--- src/rtl/sdram_dec_pkg.sv ---
package sdram_dec_pkg;

    parameter int NUM_BANKS   = 4;
    parameter int ADDR_W      = 32;
    parameter int WORD_W      = 32;
    parameter int BASE_LSB    = 23;   // start address granule: 8 MiB
    parameter int MIN_SZ_LSB  = 22;   // smallest bank: 4 MiB
    parameter int CODE_LSB    = 17;
    parameter int CODE_W      = 3;
    parameter int MAX_CODE    = 6;    // largest legal size code
    parameter int OFS_W       = 28;   // covers the largest bank

    localparam int BANK_W = (NUM_BANKS > 1) ? $clog2(NUM_BANKS) : 1;
    localparam int BASE_W = ADDR_W - BASE_LSB;

    typedef struct packed {
        logic              live;
        logic [BASE_W-1:0] base;
        logic [CODE_W-1:0] code;
    } bank_map_t;

    typedef struct packed {
        logic              hit;
        logic [BANK_W-1:0] bank;
        logic [OFS_W-1:0]  ofs;
        logic              overlap;
    } dec_result_t;

    function automatic logic size_code_ok(input logic [CODE_W-1:0] code);
        return int'(code) <= MAX_CODE;
    endfunction

    function automatic logic [ADDR_W-1:0] bank_span(input logic [CODE_W-1:0] code);
        logic [ADDR_W-1:0] one_unit;
        one_unit = ADDR_W'(1) << MIN_SZ_LSB;
        return one_unit << code;
    endfunction

endpackage

--- src/rtl/bank_field_extract.sv ---
module bank_field_extract
    import sdram_dec_pkg::*;
(
    input  logic [WORD_W-1:0] word_i,
    input  logic              enable_i,
    output bank_map_t         map_o
);
    logic [CODE_W-1:0] code;
    logic              unused_bits;

    assign code        = word_i[CODE_LSB +: CODE_W];
    // Reserved fields take no part in decoding.
    assign unused_bits = ^{word_i[BASE_LSB-1:CODE_LSB+CODE_W], word_i[CODE_LSB-1:1]};

    always_comb begin
        map_o.base = word_i[WORD_W-1:BASE_LSB];
        map_o.code = code;
        map_o.live = word_i[0] & enable_i & size_code_ok(code);
    end
endmodule

--- src/rtl/bank_range_match.sv ---
module bank_range_match
    import sdram_dec_pkg::*;
(
    input  bank_map_t         map_i,
    input  logic [ADDR_W-1:0] addr_i,
    output logic              match_o,
    output logic [OFS_W-1:0]  ofs_o
);
    logic [ADDR_W-1:0] start_addr;
    logic [ADDR_W-1:0] span;
    logic [ADDR_W-1:0] delta;
    logic              above_start;
    logic              below_end;
    logic              unused_delta;

    always_comb begin
        start_addr  = {map_i.base, {BASE_LSB{1'b0}}};
        span        = bank_span(map_i.code);
        delta       = addr_i - start_addr;
        above_start = addr_i >= start_addr;
        below_end   = delta < span;
        match_o     = map_i.live & above_start & below_end;
        ofs_o       = match_o ? delta[OFS_W-1:0] : '0;
    end

    assign unused_delta = ^delta[ADDR_W-1:OFS_W];
endmodule

--- src/rtl/bank_priority_select.sv ---
module bank_priority_select
    import sdram_dec_pkg::*;
(
    input  logic [NUM_BANKS-1:0]            match_i,
    input  logic [NUM_BANKS-1:0][OFS_W-1:0] ofs_i,
    output dec_result_t                     res_o
);
    logic [BANK_W:0] n_match;

    always_comb begin
        res_o   = '0;
        n_match = '0;
        for (int i = NUM_BANKS - 1; i >= 0; i--) begin
            if (match_i[i]) begin
                res_o.hit  = 1'b1;
                res_o.bank = BANK_W'(i);
                res_o.ofs  = ofs_i[i];
            end
        end
        for (int i = 0; i < NUM_BANKS; i++) begin
            n_match = n_match + (BANK_W + 1)'(match_i[i]);
        end
        res_o.overlap = n_match > 1;
    end
endmodule

--- src/rtl/sdram_bank_decoder.sv ---
module sdram_bank_decoder
    import sdram_dec_pkg::*;
(
    input  logic                        clk,
    input  logic                        rst,
    input  logic                        enable_i,
    input  logic [NUM_BANKS*WORD_W-1:0] bank_cfg_i,
    input  logic [ADDR_W-1:0]           addr_i,
    output logic                        hit_o,
    output logic [BANK_W-1:0]           bank_o,
    output logic [OFS_W-1:0]            offset_o,
    output logic                        overlap_o
);
    bank_map_t                      maps     [NUM_BANKS];
    logic [NUM_BANKS-1:0]           live_vec;
    logic [NUM_BANKS-1:0]           match_vec;
    logic [NUM_BANKS-1:0][OFS_W-1:0] ofs_vec;
    dec_result_t                    res_next;
    dec_result_t                    res_q;

    for (genvar b = 0; b < NUM_BANKS; b++) begin : g_bank
        bank_field_extract u_fields (
            .word_i   (bank_cfg_i[b*WORD_W +: WORD_W]),
            .enable_i (enable_i),
            .map_o    (maps[b])
        );
        bank_range_match u_match (
            .map_i   (maps[b]),
            .addr_i  (addr_i),
            .match_o (match_vec[b]),
            .ofs_o   (ofs_vec[b])
        );
        assign live_vec[b] = maps[b].live;

        // a bank that was not live last cycle is never reported now.
        p_dead_bank_silent_r4: assert property (@(posedge clk) disable iff (rst)
            (hit_o && bank_o == BANK_W'(b)) |-> $past(live_vec[b]));
    end

    bank_priority_select u_sel (
        .match_i (match_vec),
        .ofs_i   (ofs_vec),
        .res_o   (res_next)
    );

    always_ff @(posedge clk) begin
        if (rst) res_q <= '0;
        else     res_q <= res_next;
    end

    assign hit_o     = res_q.hit;
    assign bank_o    = res_q.bank;
    assign offset_o  = res_q.ofs;
    assign overlap_o = res_q.overlap;

    logic [NUM_BANKS-1:0] lower_mask;
    assign lower_mask = (NUM_BANKS'(1) << bank_o) - NUM_BANKS'(1);

    p_enable_off_r6: assert property (@(posedge clk) disable iff (rst)
        !$past(enable_i) |-> !hit_o);

    p_lowest_wins_r8: assert property (@(posedge clk) disable iff (rst)
        hit_o |-> (($past(match_vec) & lower_mask) == '0));

    p_overlap_has_hit_r9: assert property (@(posedge clk) disable iff (rst)
        overlap_o |-> hit_o);

    p_miss_clean_r10: assert property (@(posedge clk) disable iff (rst)
        !hit_o |-> (bank_o == '0 && offset_o == '0));

    p_reset_clear_r1: assert property (@(posedge clk)
        $past(rst) |-> (!hit_o && !overlap_o));
endmodule

--- config.mk ---
export PLATFORM = sky130hd
export DESIGN_NAME = sdram_bank_decoder
export DESIGN_NICKNAME = d
export VERILOG_FILES = /design/src/rtl/sdram_dec_pkg.sv /design/src/rtl/bank_field_extract.sv /design/src/rtl/bank_range_match.sv /design/src/rtl/bank_priority_select.sv /design/src/rtl/sdram_bank_decoder.sv
export SDC_FILE = /design/constraint.sdc
export NUM_CORES = 1
export LEC_CHECK = 0
export ABC_CLOCK_PERIOD_IN_PS = 4500
export BUFFER_PORTS_ARGS = -buffer_cell sky130_fd_sc_hd__buf_2
export CORE_MARGIN = 3
export CORE_UTILIZATION = 45
export CTS_CLUSTER_SIZE = 28
export DETAILED_ROUTE_END_ITERATION = 8
export PLACE_DENSITY_LB_ADDON = 0.15
export SLEW_MARGIN = 5
export SYNTH_ARGS = -nofsm -noshare
export SYNTH_HDL_FRONTEND = slang
export SYNTH_SLANG_ARGS = --single-unit
--- constraint.sdc ---
create_clock -name clk -period 4.5 [get_ports clk]
set_input_delay 0 -clock clk [delete_from_list [all_inputs] [get_ports clk]]
set_output_delay 0 -clock clk [all_outputs]
set_load 0.1 [all_outputs]
==> key figures <==
Die
  • Effective utilization at floorplan: 47.5%
  • Cell Rows: 32
  • I/O Pins: 195
  • Area of the core: 0.00789 sq mm
  • Die height: 97.2 microns
  • Die X-Extent: 97.2 microns
  • Total Die Area: 0.00945 sq mm

Placement
  • HPWL Detailed: 8.56 mm
  • Count of input and output buffers: 118
  • Post-detailed-placement cell area: 0.00445 sq mm
  • Final weighted congestion in routability-driven placement: 0.898

Routing
  • Vias after detailed routing: 3767
  • Post-DR vias/cell: 5.31
  • Detailed-routing iteration count for the pre-antenna-repair pass: 4
  • Drt initial violations: 121
  • Final wirelength: 10.5 mm
  • Number of remaining DRC errors: 0
  • Number of nets still failing antenna checks after routing: 0
  • Per-cell routed wire length: 14.8 microns

Clocking
  • Root Buffer Master: clkbuf_8
  • Num Clock Sinks: 32
  • Post CTS Setup Buffer Count: 0
  • Worst-case clock buffer depth: 2
  • Number of levels the H-tree was split into: 2
  • Clock slew at reported path FFs: 0.06 ns
  • CTS tree: done
  • Num CTS Buffers: 5

Pwr
  • Switch share: 38.6%
  • Pwr per Cell Area: 215 mW/mm^2
  • Internal cell power: 629 uW
  • Switch Pwr: 395 uW
  • Total Power Consumption: 1.02 mW
  • Flop pwr share: 28.3%
  • Peak supply drop: 113 uV
  • Comb pwr share: 50.1%
  • Fraction of power consumed by the clock network: 21.5%
  • Cell leakage power: 2.33 nW

Timing
  • Unrepaired setup endpoints after global routing: no
  • Final period utilization: 82.2%
  • Final TNS setup: 0 ns
  • Transition time at the pin with the least slew margin: 0.508 ns
  • Hold Fails Final Rpt: 0
  • Max transition margin: 66.1%
  • Maximum clock rate: 270 MHz
  • Number of setup violations in the final report: 0
  • Clock period minus worst slack: 3.70 ns
  • Final slew viol count: 0

Global routing
  • Number of global-route vias before repair: 3752
  • Wire length of the first global-routing pass: 17.3 mm
  • Number of antenna violations at the first check in global routing: 0
  • Pin count of the biggest net entering global routing: 25
  • Grt total ovfl: 0
  • Total global routing track utilization: 21.9%

Logic synthesis
  • Top cells by area in the synthesized netlist: ha_1 (23%), dfxtp_1 (17%), inv_1 (4.8%), and2_1 (3.8%), nor2_1 (3.7%)
  • Number of flops mapped to enable cells by yosys: 0
  • Cell area after synthesis: 0.00374 sq mm
  • Instance count of the mapped netlist: 461
  • #FFs+latches synth: 32
  • Synth top area share: 23.4%
  • Part of the Yosys area used for sequential elements: 17.1%
  • Mapped Nets: 698
  • Unique masters post-synth: 55
  • Primary FF master, synth: dfxtp_1
  • Average cell area after synthesis: 8.12 sq um
  • Cell type with the highest aggregate area in the netlist: ha_1
  • Share of async-settable or async-resettable flops after synthesis: 0%
  • Synth warn: 0

Layout
  • Number of antenna cells inserted: 0
  • Number of nets in the finished design: 844
  • Synth-to-layout area growth: 27.2%
  • Layout Cell Area excl Fill: 0.00476 sq mm
  • Commonest cells after routing, fill and taps aside: buf_2 (118), ha_1 (70), inv_1 (48)
  • Leading cell type in the layout, fill and taps excluded: buf_2
  • Share of cells above drive strength 1: 24.0%

Worst setup path
  • Arrival time at the worst endpoint: 3.86 ns
  • Maximum net fanout on the critical path: 7
  • Worst EP required: 4.66 ns
  • Kind of critical path: in -> reg
  • Critical Path End Type: register
  • Critical path startpoint category: input pin

Flow run
  • Count of maximum capacitance violations: 0

Status
  • Outcome: completed

Hold path
  • Hold WC Path Type: in -> reg
[sequential cells by signal, indices dropped and copies added, names as in the netlist]
name and flops:
overlap_o 1, hit_o 1, offset_o 28, bank_o 2
[worst max-delay path, stage by stage]
cell       delay, ns
buf_2           0.10
inv_1           0.10
ha_1            0.18
inv_1           0.05
fa_1            0.40
a21oi_1         0.18
o21ai_0         0.14
nor2b_1         0.23
ha_1            0.28
a2111oi_0       0.41
a21oi_1         0.11
nor4b_1         0.31
nand4_1         0.31
inv_2           0.22
ha_1            0.25
ha_1            0.27
a211oi_1        0.25
nor2_1          0.08
[repair_timing]
action | 4_1_cts | 5_1_grt
hold buffers | 22 | 0
hold endpoints to repair | 22 | 0
resized for setup | 0 | 0
[routing by layer]
metal / vias to the layer above / global-route usage, % / part of all wire (%) / wire (microns)
li1: 1971 / - / - / -
met1: 1671 / 28.5 / 47 / 4970
met2: 114 / 39.0 / 47 / 4940
met3: 11 / 2.23 / 4.6 / 489
met4: 0 / 5.32 / 1.2 / 131
met5: - / 0 / 0 / 0
[stage by stage]
step                      std cells  setup WS [ns]  hold WS (ns)  util, %
after floorplan                 461           1.11         0.122        -
after global placement          680          0.521         0.220     56.4
after detailed placement        680          0.452         0.225     56.4
after CTS                       710          0.750        0.0255     60.4
after global routing            710          0.510        0.0657     60.4
final                           710          0.799        0.0406     60.4
[cells in the mapped netlist (10+ instances only)]
cell	number
a21oi_1	23
inv_1	48
nand2_1	19
o21ai_0	25
and2_1	23
dfxtp_1	32
nor3_1	12
nand3b_1	15
nor2_1	37
nor4_1	10
xnor2_1	12
ha_1	70
[cell type report]
cell class	instances	area (sq um)
well taps	102	128
inverters	50	188
fillers	724	3120
repair buffers	142	826
multi-input cells	376	2890
flip-flops and latches	32	641
clock inverters	2	10.0
clock buffers	6	82.6
[power by group through the flow]
stage,sequential [mW],combinational [mW],clock (mW)
3_3_place_gp,0.296,0.484,0
2_1_floorplan,0.337,0.316,0
6_report,0.290,0.513,0.220
5_1_grt,0.290,0.578,0.238
3_5_place_dp,0.296,0.495,0
4_1_cts,0.290,0.514,0.227
[logic make-up after synthesis]
logic type / count (synthesis) / synth area share [%]
adder cells (fa/ha/maj): 74 / 25.5
XOR/XNOR: 21 / 4.91
flip-flops: 32 / 17.1
buffers and inverters: 53 / 5.71
multiplexers: 2 / 0.535
AND/OR/NAND/NOR: 174 / 26.4
AO/OA/AOI/OAI: 105 / 19.8
[path summary, 6_finish.rpt]
path                       start           end  slack (ns)  cells after the start
worst min-delay path         rst  offset_o[25]        0.04                      2
worst max-delay path  addr_i[23]     overlap_o        0.80                     18
(Power assumes the default switching activity.)
